==> src/rtl/prefetch_runahead.sv <==
module prefetch_runahead #(
  parameter int AW      = 32,
  parameter int PW      = 32,
  parameter int ENTRIES = 4,
  parameter int QDEPTH  = 4,
  parameter int CW      = 8
) (
  input  logic          clk,
  input  logic          rst_n,
  input  logic          clear,
  input  logic          fill_valid,
  input  logic [PW-1:0] fill_trig,
  input  logic [AW-1:0] fill_base,
  input  logic [AW-1:0] fill_stride,
  input  logic [CW-1:0] fill_div,
  input  logic [CW-1:0] fill_skip,
  input  logic          pc_valid,
  input  logic [PW-1:0] pc,
  output logic          req_valid,
  input  logic          req_ready,
  output logic [AW-1:0] req_addr
);
  localparam int EI = $clog2(ENTRIES);
  localparam int QI = $clog2(QDEPTH);
  localparam int QC = $clog2(QDEPTH + 1);

  logic [ENTRIES-1:0] ent_v;
  logic [PW-1:0] ent_trig   [ENTRIES];
  logic [AW-1:0] ent_base   [ENTRIES];
  logic [AW-1:0] ent_stride [ENTRIES];
  logic [CW-1:0] ent_div    [ENTRIES];
  logic [CW-1:0] ent_skip   [ENTRIES];
  logic [CW-1:0] ent_cnt    [ENTRIES];

  logic [AW-1:0] q_mem [QDEPTH];
  logic [QI-1:0] q_wr, q_rd;
  logic [QC-1:0] q_cnt;

  logic [ENTRIES-1:0] hit, qual, fire, fill_we;
  logic [EI-1:0]      fsel;
  logic [AW-1:0]      fire_addr;
  logic               push, pop;

  always_comb begin
    logic got;
    got  = 1'b0;
    fsel = '0;
    for (int i = 0; i < ENTRIES; i++)
      if (!got && ent_v[i] && ent_trig[i] == fill_trig) begin
        fsel = EI'(i);
        got  = 1'b1;
      end
    for (int i = 0; i < ENTRIES; i++)
      if (!got && !ent_v[i]) begin
        fsel = EI'(i);
        got  = 1'b1;
      end
  end

  always_comb begin
    fire_addr = '0;
    for (int i = 0; i < ENTRIES; i++) begin
      fill_we[i] = fill_valid && !clear && fsel == EI'(i);
      hit[i]     = pc_valid && ent_v[i] && ent_trig[i] == pc;
      qual[i]    = hit[i] && (({1'b0, ent_cnt[i]} + 1'b1) >= {1'b0, ent_div[i]});
      fire[i]    = qual[i] && ent_skip[i] == '0 && !fill_we[i];
      if (fire[i]) fire_addr = fire_addr | ent_base[i];
    end
  end

  assign pop       = req_valid && req_ready;
  assign push      = (|fire) && q_cnt != QC'(QDEPTH);
  assign req_valid = q_cnt != '0;
  assign req_addr  = q_mem[q_rd];

  always_ff @(posedge clk or negedge rst_n) begin
    if (!rst_n) begin
      ent_v <= '0;
      for (int i = 0; i < ENTRIES; i++) begin
        ent_trig[i]   <= '0;
        ent_base[i]   <= '0;
        ent_stride[i] <= '0;
        ent_div[i]    <= '0;
        ent_skip[i]   <= '0;
        ent_cnt[i]    <= '0;
      end
    end else if (clear) begin
      ent_v <= '0;
    end else begin
      for (int i = 0; i < ENTRIES; i++) begin
        if (fill_we[i]) begin
          ent_v[i]      <= 1'b1;
          ent_trig[i]   <= fill_trig;
          ent_base[i]   <= fill_base;
          ent_stride[i] <= fill_stride;
          ent_div[i]    <= fill_div;
          ent_skip[i]   <= fill_skip;
          ent_cnt[i]    <= '0;
        end else if (hit[i]) begin
          if (qual[i]) begin
            ent_cnt[i] <= '0;
            if (ent_skip[i] != '0) ent_skip[i] <= ent_skip[i] - 1'b1;
            else                   ent_base[i] <= ent_base[i] + ent_stride[i];
          end else begin
            ent_cnt[i] <= ent_cnt[i] + 1'b1;
          end
        end
      end
    end
  end

  always_ff @(posedge clk or negedge rst_n) begin
    if (!rst_n) begin
      q_wr  <= '0;
      q_rd  <= '0;
      q_cnt <= '0;
      for (int k = 0; k < QDEPTH; k++) q_mem[k] <= '0;
    end else if (clear) begin
      q_wr  <= '0;
      q_rd  <= '0;
      q_cnt <= '0;
    end else begin
      if (push) begin
        q_mem[q_wr] <= fire_addr;
        q_wr        <= q_wr + 1'b1;
      end
      if (pop) q_rd <= q_rd + 1'b1;
      q_cnt <= q_cnt + QC'(push) - QC'(pop);
    end
  end
endmodule


==> config.mk <==
export PLATFORM = sky130hd
export DESIGN_NAME = prefetch_runahead
export DESIGN_NICKNAME = d
export VERILOG_FILES = /design/src/rtl/prefetch_runahead.sv
export SDC_FILE = /design/constraint.sdc
export NUM_CORES = 2
export LEC_CHECK = 0
export BUFFER_PORTS_ARGS = -buffer_cell sky130_fd_sc_hd__buf_2
export CAP_MARGIN = 10
export CORE_ASPECT_RATIO = 1.1
export CORE_MARGIN = 2
export CORE_UTILIZATION = 35
export CTS_CLUSTER_SIZE = 14
export DETAILED_ROUTE_END_ITERATION = 10
export SLEW_MARGIN = 10
export SYNTH_ARGS = -nofsm -noshare
export SYNTH_HDL_FRONTEND = slang
export SYNTH_SLANG_ARGS = --single-unit
==> constraint.sdc <==
create_clock -name clk -period 5 [get_ports clk]
set_clock_uncertainty 0.1 [all_clocks]
set_input_delay 0.25 -clock clk [delete_from_list [all_inputs] [get_ports clk]]
set_output_delay 0.25 -clock clk [all_outputs]
set_load 0.02 [all_outputs]
==> impl_metrics.toml <==
[yosys]
synth_edf_count = 0
yosys.area.top_type = "dfrtp_1"
ys_ff_latch = 619
yosys_warnings = 0
yosys.area.top_type_share = 0.408
mappedNetlistArea_um2 = 37900
synthTopCellsByArea = "dfrtp_1, mux2_2, ha_1"
synth.distinct_cells = 82
synth_nets = 4120
syn_avg_cell_area_um2 = 10.0
netlist_instances = 3795
ys_seq_area_frac = 0.408
synth_flop_cell = "dfrtp_1"
async_flop_share = 1.00

[cells_and_area]
nNetsFinal = 4364
final_cell_area_um2 = 44000
drive_gt1_frac = 0.182
area_growth_pct = 16.0
stdcell_count = 5503
final_util = 0.410
mostFrequentLayoutCell = "dfrtp_1"
num_antenna_cells = 0
mostFrequentLayoutCells = "dfrtp_1, nand2_1, a21oi_1, xnor2_1, nor2_1"

[cts]
cts_setup_buffers = 0
h-tree-depth = 3
clk_pin_slew_worst_paths_ps = 60
cts_buffers = 77
cts_tree = "yes"
clkLatencyLatePin_ps = 660
cts_root_buf = "clkbuf_16"
cts_buffer_depth = 3
clock-sinks = 619

[grt]
grt_use_total = 0.205
overflow = 0
grt_antenna_before_repair = 4
grt_pass1_wl_um = 178000
grt_max_degree = 144
grt_pass1_vias = 30100

[die]
coreArea_um2 = 107000
dieArea_um2 = 111000
die_h_um = 349
io_pins = 183
die_w_um = 318
num_rows = 126
initial_core_util = 0.353

[min_path]
hold_path.class = "input pin to register"

[detailed_routing]
wire_per_inst_um = 20.7
vias = 29700
drt_iter0_markers = 2300
detail_route.drc_violations = 0
antenna_left = 0
dr.pass1.iters = 6
routed_via_density = 5.40
wirelength_um = 114000

[sta]
rsz0062_at_grt = "no"
slew_headroom = 0.229
fin_crit_sh = 0.889
worst_slew_pin_slew_ps = 1160
drv_slew = 0
hold_viol = 0
setup_slack_ps = 554
fin_setup_tns_ps = 0
post-route-min-period_ps = 4450
fmax_ghz = 0.225
setup_viol = 0
hold-worst-slack_ps = 70.0

[power]
power_density_nw_per_um2 = 440
leakage_nw = 20.8
p_total_mw = 19.3
peakVddDrop_v = 0.000241

[setup_path]
required_ps = 5400
crit_arrival_ps = 4850
endpoint_kind = "register"
worstPathMaxFanout = 22
crit_type = "register to register"
cp-start-kind = "register"

[run]
maxCapViolCount = 0

[placement]
globalplace.congestion = 0.967
place_area_um2 = 40400
post-place-cells = 5256
port-buffer-count = 182
place_worst_setup_slack_ps = 565
hpwlAfterDp_um = 82000

[outcome]
status = "completed"
power by group:
part / total (mW) / switching [mW] / internal [mW]
sequential: 6.81 / 0.854 / 5.96
clock: 5.66 / 2.34 / 3.32
combinational: 6.88 / 3.78 / 3.10
cells by family after synthesis:
logic type	synth area share
and+or+nand+nor	0.141
AOI/OAI and AO/OA	0.126
DFF	0.408
muxes	0.143
xor gates and xnor gates	0.0852
buffers and inverters	0.0383
adders and majority gates	0.0587
cell type report:
type                       count  area, µm²
clock inverter                22        315
clock buffer                 113       2200
timing repair buffer         350       2640
multi-input combinational   2857      21100
inverter                     134        503
tap                         1408       1760
fill                       10400      63400
sequential                   619      15500
worst max-delay path, cell delays in order, from the launching register on:
cell	delay, ps
dfrtp_1	410
xor2_1	160
nor4_1	550
nand4_1	220
nor3_1	400
nor3_1	180
o21ai_0	470
nand2b_4	250
a2111o_1	210
buf_4	250
nand3_4	420
buf_4	360
mux2_4	290
registers in the layout, summed over array words and instances, names as in the netlist:
register and flops:
ent_skip 32, q_mem 128, q_rd 2, ent_base 128
ent_trig 128, ent_stride 128, ent_cnt 32, q_cnt 3
ent_div 32, ent_v 4, q_wr 2
synthesized netlist by cell type (52+ instances only):
cell type / instances
nor2_1: 200
mux2_2: 194
o21ai_0: 187
nand2_1: 522
mux2_4: 120
nand3_1: 95
ha_1: 170
mux2i_1: 70
nand4_1: 52
clkbuf_1: 108
a21oi_1: 217
inv_1: 134
xnor2_1: 204
a21o_1: 52
dfrtp_1: 619
xor2_1: 165
nor3_1: 64
path summary, 6_finish.rpt:
check,start,to,slack [ps],cells past startpoint
setup reg to reg,ent_trig[7],q_mem[69],550,12
hold reg to reg,ent_skip[13],ent_skip[13],380,1
setup / recovery,ent_trig[7],q_mem[69],550,12
max in group asynchronous,rst_n,ent_trig[5],3260,3
min in group asynchronous,rst_n,q_mem[5],140,2
hold / removal,fill_trig[18],ent_trig[114],70,4
repair_timing:
action	4_1_cts	5_1_grt
endpoints found under the hold margin	532	0
hold buffers	112	0
resized for setup	0	0
endpoints found under the setup margin	0	0
layer usage:
metal	GRT usage	vias to the layer above	share of wire
met2	0.339	806	0.47
li1	-	14000	-
met1	0.270	14700	0.44
met5	0	-	0.00026
met4	0.0833	4	0.040
met3	0.0278	230	0.048
(Power assumes the default switching activity.)
